File: src/rtl/ssi_rx_pkg.sv
package ssi_rx_pkg;
  typedef enum logic [1:0] {
    ST_IDLE  = 2'd0,
    ST_LOW   = 2'd1,
    ST_HIGH  = 2'd2,
    ST_PAUSE = 2'd3
  } rx_state_e;
endpackage

File: src/rtl/ssi_rx_baud.sv
module ssi_rx_baud #(
  parameter int DIV_W = 16
) (
  input  logic             clk,
  input  logic             rst_n,
  input  logic             run,
  input  logic [DIV_W-1:0] half_div,
  output logic             tick
);
  logic [DIV_W-1:0] cnt_q, cnt_d, lim;

  always_comb begin
    lim  = (half_div == '0) ? DIV_W'(1) : half_div;
    tick = run && (cnt_q == lim - DIV_W'(1));
    if (!run || tick) cnt_d = '0;
    else              cnt_d = cnt_q + DIV_W'(1);
  end

  always_ff @(posedge clk or negedge rst_n) begin
    if (!rst_n) cnt_q <= '0;
    else        cnt_q <= cnt_d;
  end

  AST_PHASE_BOUND: assert property (@(posedge clk) disable iff (!rst_n)
    run |-> (cnt_q < lim));
endmodule

File: src/rtl/ssi_rx_shift.sv
module ssi_rx_shift #(
  parameter int DATA_W = 32,
  parameter int LEN_W  = 6
) (
  input  logic              clk,
  input  logic              rst_n,
  input  logic              clear,
  input  logic              shift,
  input  logic              din,
  input  logic [LEN_W-1:0]  len_eff,
  output logic [DATA_W-1:0] data,
  output logic              full
);
  logic [DATA_W-1:0] sr_q, sr_d;
  logic [LEN_W-1:0]  bit_q, bit_d;
  logic              upd;

  always_comb begin
    upd   = clear || shift;
    sr_d  = sr_q;
    bit_d = bit_q;
    if (clear) begin
      sr_d  = '0;
      bit_d = '0;
    end else if (shift) begin
      sr_d  = {sr_q[DATA_W-2:0], din};
      bit_d = bit_q + LEN_W'(1);
    end
  end

  always_ff @(posedge clk or negedge rst_n) begin
    if (!rst_n) begin
      sr_q  <= '0;
      bit_q <= '0;
    end else if (upd) begin
      sr_q  <= sr_d;
      bit_q <= bit_d;
    end
  end

  assign data = sr_q;
  assign full = (bit_q == len_eff);

  AST_BITS_BOUND: assert property (@(posedge clk) disable iff (!rst_n)
    bit_q <= len_eff);
  AST_NO_SHIFT_FULL: assert property (@(posedge clk) disable iff (!rst_n)
    shift |-> !full);
endmodule

File: src/rtl/ssi_rx_gap.sv
module ssi_rx_gap #(
  parameter int CNT_W = 32,
  parameter int DLY_W = 16
) (
  input  logic             clk,
  input  logic             rst_n,
  input  logic             clear,
  input  logic             active,
  input  logic             sdata,
  input  logic [CNT_W-1:0] pause_cyc,
  input  logic [CNT_W-1:0] tmo_cyc,
  input  logic [DLY_W-1:0] dly_cyc,
  output logic             done,
  output logic             low_err,
  output logic             high_err
);
  localparam int PAD_W = CNT_W - DLY_W;

  logic [CNT_W-1:0] gap_q, gap_d, pause_last;
  logic [CNT_W:0]   win_start;
  logic             upd;

  always_comb begin
    win_start  = {{PAD_W{1'b0}}, dly_cyc, 1'b0};
    pause_last = (pause_cyc == '0) ? '0 : pause_cyc - CNT_W'(1);
    done       = active && (gap_q >= pause_last);
    low_err    = active && sdata && ({1'b0, gap_q} >= win_start) && (gap_q < tmo_cyc);
    high_err   = done && !sdata;
    upd        = clear || (active && (gap_q != '1));
    gap_d      = clear ? '0 : gap_q + CNT_W'(1);
  end

  always_ff @(posedge clk or negedge rst_n) begin
    if (!rst_n)   gap_q <= '0;
    else if (upd) gap_q <= gap_d;
  end

  AST_DONE_ONCE: assert property (@(posedge clk) disable iff (!rst_n)
    done |=> !done);
  AST_GAP_RESTART: assert property (@(posedge clk) disable iff (!rst_n)
    clear |=> (gap_q == '0));
endmodule

File: src/rtl/ssi_rx_master.sv
module ssi_rx_master
  import ssi_rx_pkg::*;
#(
  parameter int DATA_W  = 32,
  parameter int DIV_W   = 16,
  parameter int CNT_W   = 32,
  parameter int DLY_W   = 16,
  parameter int MIN_LEN = 3
) (
  input  logic                        clk,
  input  logic                        rst_n,
  input  logic                        en,
  input  logic [$clog2(DATA_W+1)-1:0] word_len,
  input  logic [DIV_W-1:0]            half_div,
  input  logic [CNT_W-1:0]            pause_cyc,
  input  logic [CNT_W-1:0]            tmo_cyc,
  input  logic [DLY_W-1:0]            dly_cyc,
  input  logic                        sdata_i,
  input  logic                        err_clr,
  output logic                        sclk_o,
  output logic                        word_vld,
  output logic [DATA_W-1:0]           word_data,
  output logic                        err_flag
);
  localparam int LEN_W = $clog2(DATA_W + 1);

  rx_state_e         st_q, st_d;
  logic              sclk_q, sclk_d;
  logic [LEN_W-1:0]  len_eff;
  logic              tick, run, full;
  logic              shift_clr, shift_en;
  logic              gap_clr, gap_act, done, low_err, high_err, any_err;
  logic [DATA_W-1:0] shreg;
  logic              werr_q, werr_d;
  logic              vld_q, vld_d;
  logic [DATA_W-1:0] data_q;
  logic              err_q, err_d;

  always_comb begin
    if (word_len < LEN_W'(MIN_LEN))     len_eff = LEN_W'(MIN_LEN);
    else if (word_len > LEN_W'(DATA_W)) len_eff = LEN_W'(DATA_W);
    else                                len_eff = word_len;
  end

  assign run     = (st_q == ST_LOW) || (st_q == ST_HIGH);
  assign gap_act = (st_q == ST_PAUSE);
  assign any_err = low_err || high_err;

  ssi_rx_baud #(.DIV_W(DIV_W)) u_baud (
    .clk(clk), .rst_n(rst_n), .run(run), .half_div(half_div), .tick(tick)
  );

  ssi_rx_shift #(.DATA_W(DATA_W), .LEN_W(LEN_W)) u_shift (
    .clk(clk), .rst_n(rst_n), .clear(shift_clr), .shift(shift_en),
    .din(sdata_i), .len_eff(len_eff), .data(shreg), .full(full)
  );

  ssi_rx_gap #(.CNT_W(CNT_W), .DLY_W(DLY_W)) u_gap (
    .clk(clk), .rst_n(rst_n), .clear(gap_clr), .active(gap_act),
    .sdata(sdata_i), .pause_cyc(pause_cyc), .tmo_cyc(tmo_cyc),
    .dly_cyc(dly_cyc), .done(done), .low_err(low_err), .high_err(high_err)
  );

  // next-state logic of the transfer sequencer
  always_comb begin
    st_d      = st_q;
    sclk_d    = sclk_q;
    shift_clr = 1'b0;
    shift_en  = 1'b0;
    gap_clr   = 1'b0;
    unique case (st_q)
      ST_IDLE: if (en) begin
        st_d      = ST_LOW;
        sclk_d    = 1'b0;
        shift_clr = 1'b1;
      end
      ST_LOW: if (tick) begin
        sclk_d = 1'b1;
        if (full) begin
          st_d    = ST_PAUSE;
          gap_clr = 1'b1;
        end else begin
          st_d = ST_HIGH;
        end
      end
      ST_HIGH: if (tick) begin
        sclk_d   = 1'b0;
        shift_en = 1'b1;
        st_d     = ST_LOW;
      end
      ST_PAUSE: if (done) st_d = ST_IDLE;
      default: st_d = ST_IDLE;
    endcase
  end

  // word result and status next values
  always_comb begin
    werr_d = shift_clr ? 1'b0 : (werr_q || any_err);
    vld_d  = done && !(werr_q || any_err);
    if (any_err)      err_d = 1'b1;
    else if (err_clr) err_d = 1'b0;
    else              err_d = err_q;
  end

  always_ff @(posedge clk or negedge rst_n) begin
    if (!rst_n) begin
      st_q   <= ST_IDLE;
      sclk_q <= 1'b1;
      werr_q <= 1'b0;
      vld_q  <= 1'b0;
      err_q  <= 1'b0;
    end else begin
      st_q   <= st_d;
      sclk_q <= sclk_d;
      werr_q <= werr_d;
      vld_q  <= vld_d;
      err_q  <= err_d;
    end
  end

  always_ff @(posedge clk or negedge rst_n) begin
    if (!rst_n)     data_q <= '0;
    else if (vld_d) data_q <= shreg;
  end

  assign sclk_o    = sclk_q;
  assign word_vld  = vld_q;
  assign word_data = data_q;
  assign err_flag  = err_q;

  AST_CLK_HIGH_AT_REST: assert property (@(posedge clk) disable iff (!rst_n)
    ((st_q == ST_IDLE) || (st_q == ST_PAUSE)) |-> sclk_q);
  AST_NO_START_WITHOUT_EN: assert property (@(posedge clk) disable iff (!rst_n)
    ((st_q == ST_IDLE) && !en) |=> sclk_q);
  AST_UPPER_ZERO: assert property (@(posedge clk) disable iff (!rst_n)
    vld_q |-> ((data_q >> len_eff) == '0));
  AST_CLEAN_WORD_ONLY: assert property (@(posedge clk) disable iff (!rst_n)
    vld_q |-> !$past(any_err));
  AST_ERR_SETS: assert property (@(posedge clk) disable iff (!rst_n)
    any_err |=> err_q);
  AST_ERR_HOLDS: assert property (@(posedge clk) disable iff (!rst_n)
    (err_q && !err_clr) |=> err_q);
endmodule

File: config.mk
export PLATFORM = sky130hd
export DESIGN_NAME = ssi_rx_master
export DESIGN_NICKNAME = d
export VERILOG_FILES = /design/src/rtl/ssi_rx_pkg.sv /design/src/rtl/ssi_rx_baud.sv /design/src/rtl/ssi_rx_shift.sv /design/src/rtl/ssi_rx_gap.sv /design/src/rtl/ssi_rx_master.sv
export SDC_FILE = /design/constraint.sdc
export NUM_CORES = 1
export LEC_CHECK = 0
export BUFFER_PORTS_ARGS = -buffer_cell sky130_fd_sc_hd__buf_4
export CORE_MARGIN = 2
export CORE_UTILIZATION = 38
export DETAILED_ROUTE_END_ITERATION = 16
export HOLD_SLACK_MARGIN = 0.05
export PLACE_DENSITY_LB_ADDON = 0.25
export SETUP_SLACK_MARGIN = 0.15
export SLEW_MARGIN = 20
export SYNTH_ARGS = -nofsm -noshare
export SYNTH_HDL_FRONTEND = slang
export SYNTH_HIERARCHICAL = 1
export SYNTH_SLANG_ARGS = --single-unit
File: constraint.sdc
create_clock -name clk -period 3.33 [get_ports clk]
set_input_delay 0.666 -clock clk [delete_from_list [all_inputs] [get_ports clk]]
set_output_delay 0.666 -clock clk [all_outputs]
set_load 0.01 [all_outputs]
==> results of run 1 <==
[critical path: cells and delay by family]
| kind | cells | cell delay, ns |
|---|---|---|
| AND/OR/NAND/NOR | 11 | 2.80 |
| multiplexers | 1 | 0.30 |
| adder cells (fa/ha/maj) | 1 | 0.29 |
| buffers and inverters | 2 | 0.27 |
| AO/OA/AOI/OAI | 2 | 0.24 |
| XOR/XNOR | 1 | 0.16 |
[sequential cells by signal (all words and copies together) (netlist names)]
name           count
u_shift/data      32
u_shift/bit_q      6
word_data         32
st_q               2
werr_q             1
sclk_o             1
word_vld           1
u_baud/cnt_q      16
u_gap/gap_q       32
err_flag           1
[worst min path at each step]
stage,slack [ns],start,to,cells after the start
after global placement,0.47,word_data[13]$_DFFE_PN0P_,word_data[13]$_DFFE_PN0P_,1
after detailed placement,0.48,word_data[13]$_DFFE_PN0P_,word_data[13]$_DFFE_PN0P_,1
final,0.33,rst_n,u_baud/cnt_q[8]$_DFF_PN0_,2
after global routing,0.41,rst_n,u_baud/cnt_q[8]$_DFF_PN0_,2
after CTS,0.39,rst_n,u_baud/cnt_q[13]$_DFF_PN0_,2
after floorplan,0.37,rst_n,err_flag$_DFFE_PN0P_,0
[cells in the final DEF (no fill, tap or decap), types with 21 or more instances in the layout]
| master | netlist | routed |
|---|---|---|
| a21oi_1 | 32 | 26 |
| buf_4 | 3 | 267 |
| dfrtp_1 | 123 | 123 |
| ha_1 | 90 | 88 |
| inv_1 | 62 | 61 |
| mux2_4 | 30 | 31 |
| mux2i_1 | 37 | 36 |
| nand2_1 | 72 | 69 |
| nand3_1 | 27 | 26 |
| nand4_1 | 34 | 34 |
| nor2_1 | 103 | 77 |
| nor2_2 | 1 | 24 |
| o21ai_0 | 24 | 21 |
| xnor2_1 | 40 | 39 |
| xor2_1 | 51 | 51 |
[cell type report]
type / count / area, um2
timing repair buffer: 305 / 2660
clock inverter: 14 / 159
inverter: 62 / 233
sequential: 124 / 3100
clock buffer: 18 / 439
fill: 2126 / 10500
multi-input combinational: 741 / 5930
tap: 319 / 399
[power groups by stage]
stage | Combinational [uW] | Clock [uW] | Sequential, uW
after global placement | 2450 | 0 | 1970
after global routing | 3030 | 1980 | 1980
final | 2700 | 1880 | 1950
after detailed placement | 2520 | 0 | 1980
after floorplan | 1570 | 0 | 1980
after CTS | 2610 | 1910 | 1960
[per-stage QoR]
step                      area (um2)  hold WS (ns)  utilization [%]
final                          12900         0.328             55.1
after global routing           12900         0.408             55.1
after CTS                      12600         0.390             53.8
after detailed placement       11500         0.483             49.2
after global placement         11500         0.473             49.2
after floorplan                 9240         0.370                -
[Yosys cell counts (11+ instances only)]
cell and count:
dfrtp_1 123, nor2_1 103, ha_1 90, nand2_1 72, inv_1 62, xor2_1 51
xnor2_1 40, mux2i_1 37, nand4_1 34, a21oi_1 32, mux2_4 30, nand3_1 27
o21ai_0 24, nor3_1 22, nor4_1 16, nor2b_1 13, clkbuf_1 12, and2_1 11
or3_1 11
[cells by family after synthesis]
logic type | after synthesis | synth area share [%]
adder cells (fa/ha/maj) | 90 | 12.4
XOR/XNOR | 91 | 8.76
multiplexers | 73 | 9.76
AND/OR/NAND/NOR | 369 | 21.7
flip-flops | 124 | 34.1
AO/OA/AOI/OAI | 118 | 8.73
buffers and inverters | 87 | 4.54
[timing repair]
| action | 4_1_cts | 5_1_grt |
|---|---|---|
| buffers inserted | 15 | 6 |
| endpoints found under the setup margin | 124 | 108 |
| pin swaps | 17 | 9 |
| gates resized for setup | 53 | 39 |
| cloned | 5 | 3 |
| endpoints found under the hold margin | 0 | 0 |
[routing by layer]
metal / track usage (%) / up-vias / share of wire [%]
met4: 3.38 / 0 / 0.67
met5: 0 / - / 0
li1: - / 4004 / -
met3: 3.92 / 15 / 4.2
met2: 31.6 / 164 / 48
met1: 25.7 / 3897 / 47
==> impl_metrics.toml, run 1 <==
[power]
power_uw = 6530
power_leakage_uw = 0.00608
p_clk_share_pct = 28.8
p_sw_share_pct = 37.1
worst_ir_drop_vdd_mv = 0.381
p_sw_uw = 2420
p_int_uw = 4100
pwr-share-comb_pct = 41.3
p_per_area_nw_per_um2 = 505
sequentialPowerShare_pct = 29.9

[worst_setup_path]
crit_top_cell = "or4_4"
startpoint = "pause_cyc[15]"
max_stage_delay_ns = 0.55
cp-end-kind = "flop"
cp.required_ns = 3.63
critical_path_class = "input port to flop"
crit_end = "word_data[21]$_DFFE_PN0P_"
path_cells = "buf_6, or4_4, or2_4, or3_4, nor3_4, xor2_1, nand2_1, ha_4, nand4_1, or4_4, nand3b_1, o221ai_2, a21oi_2, nor3b_2, nor3_2, and2_4, clkbuf_16, mux2_4"
cp_slowest_cell = "or4_4"
cp-start-kind = "input port"
r2r_start = "u_gap/gap_q[31]$_DFFE_PN0P_"
r2r_setup_slack_ns = -0.28
critical_path_arrival_ns = 4.75
r2r-end = "word_data[14]$_DFFE_PN0P_"
ff2ff_path_depth = 11
crit_fanout = 10

[route]
drc = 0
wirelength_mm = 24.4
num_vias = 8080
drt-initial-drc-count = 485
via_per_inst = 5.10
wire_per_inst_um = 15.4
first_pass_iters = 5
final_antenna_net_count = 0

[timing]
finClkSkew_ns = 0.00952
rsz0062_at_grt = "true"
tightest_slew_ns = 0.704
fmax_mhz = 225
fin_crit_sh_pct = 134
period_needed_ns = 4.45
timing.slew.headroom_pct = 52.9
hold_viol = 0
worst_slack_ns = -1.12
setup_viol = 108
slew_violations = 0
fin_tns_setup_ns = -58.98

[synthesis]
synth_edf_count = 0
async_flop_share_pct = 100
synth_top_area_share_pct = 33.8
synth_area_per_cell_um2 = 9.56
ys_seq_area_share_pct = 34.1
yosysTopAreaCell = "dfrtp_1"
syn-instance-count = 952
ys_ff_latch = 124
syn-cell-area_um2 = 9100
yosysWarnings = 6
synth.distinct_cells = 73
synth_nets = 1149
synth_area_leaders = "dfrtp_1 (34%), ha_1 (12%), mux2_4 (4.9%), xor2_1 (4.9%), nor2_1 (4.2%)"
synthFlopType = "dfrtp_1"

[final_layout]
syn2layout_area_growth_pct = 42.0
final_nets = 1448
final_cells = 1583
drive_gt1_share_pct = 36.6
num_antenna_cells = 0

[placement]
hpwlAfterDp_mm = 18.1
placed_cells = 1522
place_ws_ns = -1.72
portBuffers = 141
gp_congestion = 0.840

[grt]
overflow = 0
grt_first_pass_wirelength_mm = 39.2
grt_pass1_vias = 7888
antenna_found_initial = 0
grt_max_degree = 125
grt_usage_pct = 19.0

[clock_network]
cts.sinks = 124
cts_made_buffers = 17
path_clk_slew_ns = 0.06
clock_latency_ns = 0.41
cts_tree = "yes"
htreeDepth = 4
cts.path.max_buffers = 2
cts-root-buf = "clkbuf_16"
ctsHoldBuffers = 0

[die]
core_um2 = 23500
die_area_um2 = 25200
die_h_um = 159
row_count = 56
top_level_ports = 142
initial_core_util_pct = 38.8
die_x_um = 159

[run_status]
run_status = "finished with violations"
violations = "setup timing"

[flow_run]
max-cap-violations = 0

[hold_path]
hp-class = "input port to asynchronous set/reset pin"
No activity file was read; power rests on OpenSTA's default activity.
==> run 2: changes to the inputs <==
--- a/config.mk
+++ b/config.mk
@@ -6,6 +6,8 @@
 export NUM_CORES = 1
 export LEC_CHECK = 0
 export BUFFER_PORTS_ARGS = -buffer_cell sky130_fd_sc_hd__buf_4
+export CELL_PAD_IN_SITES_DETAIL_PLACEMENT = 1
+export CELL_PAD_IN_SITES_GLOBAL_PLACEMENT = 1
 export CORE_MARGIN = 2
 export CORE_UTILIZATION = 38
 export DETAILED_ROUTE_END_ITERATION = 16
==> run 2 against run 1 <==
  * The flow still finishes with violations (setup timing)
  * Global-route usage increased by 3.6 points
  * Clock skew increased by 0.0016 ns
  * First-iteration DRC count decreased by 24%
  * Power increased by 5.0%
  * Critical endpoint is now word_data[15]$_DFFE_PN0P_
==> impl_metrics.toml, run 2 (same netlist as run 1, synthesis figures left out) <==
[worst_setup_path]
r2r_start = "u_gap/gap_q[31]$_DFFE_PN0P_"
r2r_setup_slack_ns = -0.15
cp.required_ns = 3.63
startpoint = "pause_cyc[15]"
crit_fanout = 6
critical_path_arrival_ns = 4.86
cp-start-kind = "input port"
ff2ff_path_depth = 10
r2r-end = "word_data[15]$_DFFE_PN0P_"
crit_end = "word_data[15]$_DFFE_PN0P_"
cp-end-kind = "flop"
critical_path_class = "input port to flop"

[grt]
antenna_found_initial = 0
use_met3_pct = 3.42
grt_first_pass_wirelength_mm = 46.2
grt_max_degree = 67
busiest_layer = "met2"
overflow = 0
grt_pass1_vias = 9016
use_met1_pct = 28.2
grt.met2_usage_pct = 40.4
grt_usage_pct = 22.6

[timing]
tightest_slew_ns = 0.690
fin_crit_sh_pct = 137
setup_viol = 108
rsz0062_at_grt = "true"
fmax_mhz = 219
finClkSkew_ns = 0.0111
period_needed_ns = 4.56
slew_violations = 0
hold_ws_ns = 0.127
timing.slew.headroom_pct = 53.6
hold_viol = 0
worst_slack_ns = -1.23

[route]
wire_per_inst_um = 17.9
drt-initial-drc-count = 367
num_vias = 8237
first_pass_iters = 4
via_per_inst = 5.22
final_antenna_net_count = 0
drc = 0
wirelength_mm = 28.3

[die]
top_level_ports = 142
die_h_um = 159
initial_core_util_pct = 38.8
die_area_um2 = 25200
core_um2 = 23500
row_count = 56
die_x_um = 159

[placement]
hpwlAfterDp_mm = 20.4
portBuffers = 141
gp_congestion = 0.843
place_ws_ns = -1.80

[clock_network]
path_clk_slew_ns = 0.06
htreeDepth = 4
cts_made_buffers = 17
cts-root-buf = "clkbuf_16"
cts.path.max_buffers = 2
cts_tree = "yes"
ctsHoldBuffers = 0
clock_latency_ns = 0.42
cts.sinks = 124

[final_layout]
nFillCells = 2641
final_nets = 1444
drive_gt1_share_pct = 36.7
layout_common_cells = "buf_4 (261), dfrtp_1 (123), ha_1 (86), nor2_1 (77), nand2_1 (70)"
num_antenna_cells = 0
layout_commonest_cell = "buf_4"
syn2layout_area_growth_pct = 42.1

[run_status]
run_status = "finished with violations"
violations = "setup timing"

[power]
worst_ir_drop_vdd_mv = 0.319
power_leakage_uw = 0.00611
power_uw = 6850
p_per_area_nw_per_um2 = 530

[hold_path]
hp-class = "input port to asynchronous set/reset pin"

[flow_run]
max-cap-violations = 0
## run 2: cell count changes in the layout (fill, tap and decap cells not counted), sizes merged
cell,before,now
bufinv,2,4
buf,302,299
clkinvlp,4,2
clkinv,3,5
clkbuf,21,20
and2,12,13
inv,67,64
## run 2: through the flow
| stage | instances | util [%] | instance area [um2] | TNS, ns |
|---|---|---|---|---|
| after floorplan | 952 | - | 9240 | -84.31 |
| after global placement | 1520 | 49.1 | 11500 | -135.36 |
| after detailed placement | 1520 | 49.1 | 11500 | -136.40 |
| after CTS | 1571 | 53.8 | 12600 | -56.30 |
| after global routing | 1579 | 55.1 | 12900 | -77.60 |
| final | 1579 | 55.1 | 12900 | -63.19 |
## run 2: worst min-delay path by stage
| stage | startpoint | to | slack, ns | depth (start not counted) |
|---|---|---|---|---|
| floorplan | rst_n | err_flag$_DFFE_PN0P_ | 0.37 | 0 |
| global placement | word_data[14]$_DFFE_PN0P_ | word_data[14]$_DFFE_PN0P_ | 0.47 | 1 |
| detailed placement | word_data[13]$_DFFE_PN0P_ | word_data[13]$_DFFE_PN0P_ | 0.48 | 1 |
| CTS | rst_n | u_shift/data[14]$_DFFE_PN0P_ | 0.12 | 1 |
| global route | rst_n | u_shift/data[14]$_DFFE_PN0P_ | 0.13 | 1 |
| finish | rst_n | u_shift/data[14]$_DFFE_PN0P_ | 0.13 | 1 |
## run 2: critical path, stage by stage
cell and delay, ns:
buf_6 0.09, or4_4 0.54, or2_1 0.25, or3_4 0.38, nor3_4 0.18, xor2_1 0.19, nand2_1 0.12, ha_4 0.29
nand4_1 0.08, or4_4 0.55, nand3b_1 0.18, o221ai_2 0.19, a21oi_4 0.07, nor3b_2 0.26, nor3_2 0.08, and2_4 0.26
clkbuf_16 0.18, mux2_4 0.29
## run 2: area by class of cell
cell class,count,area [um2],area share [%]
clock buffer,19,453,3.50
clock inverter,13,189,1.46
inverter,62,233,1.80
multi-input combinational,742,5980,46.2
sequential,124,3100,24.0
tap,319,399,3.09
timing repair buffer,300,2570,19.9
## run 2: layer usage
layer,vias to the layer above,wire length [um]
li1,3984,-
met1,4057,12400
met2,162,14500
met3,34,887
met4,0,459
met5,-,0
## run 2: what timing repair did
| item | 4_1_cts | 5_1_grt |
|---|---|---|
| buffers inserted | 12 | 7 |
| endpoints found under the setup margin | 124 | 109 |
| resized for setup | 65 | 47 |
| cloned | 7 | 1 |
| pin swaps | 15 | 14 |
## run 2: report_power, final
part / internal (uW) / switching [uW] / total [uW]
registers: 1700 / 289 / 1990
logic: 1340 / 1520 / 2850
clock network: 1300 / 717 / 2010
total: 4330 / 2520 / 6850
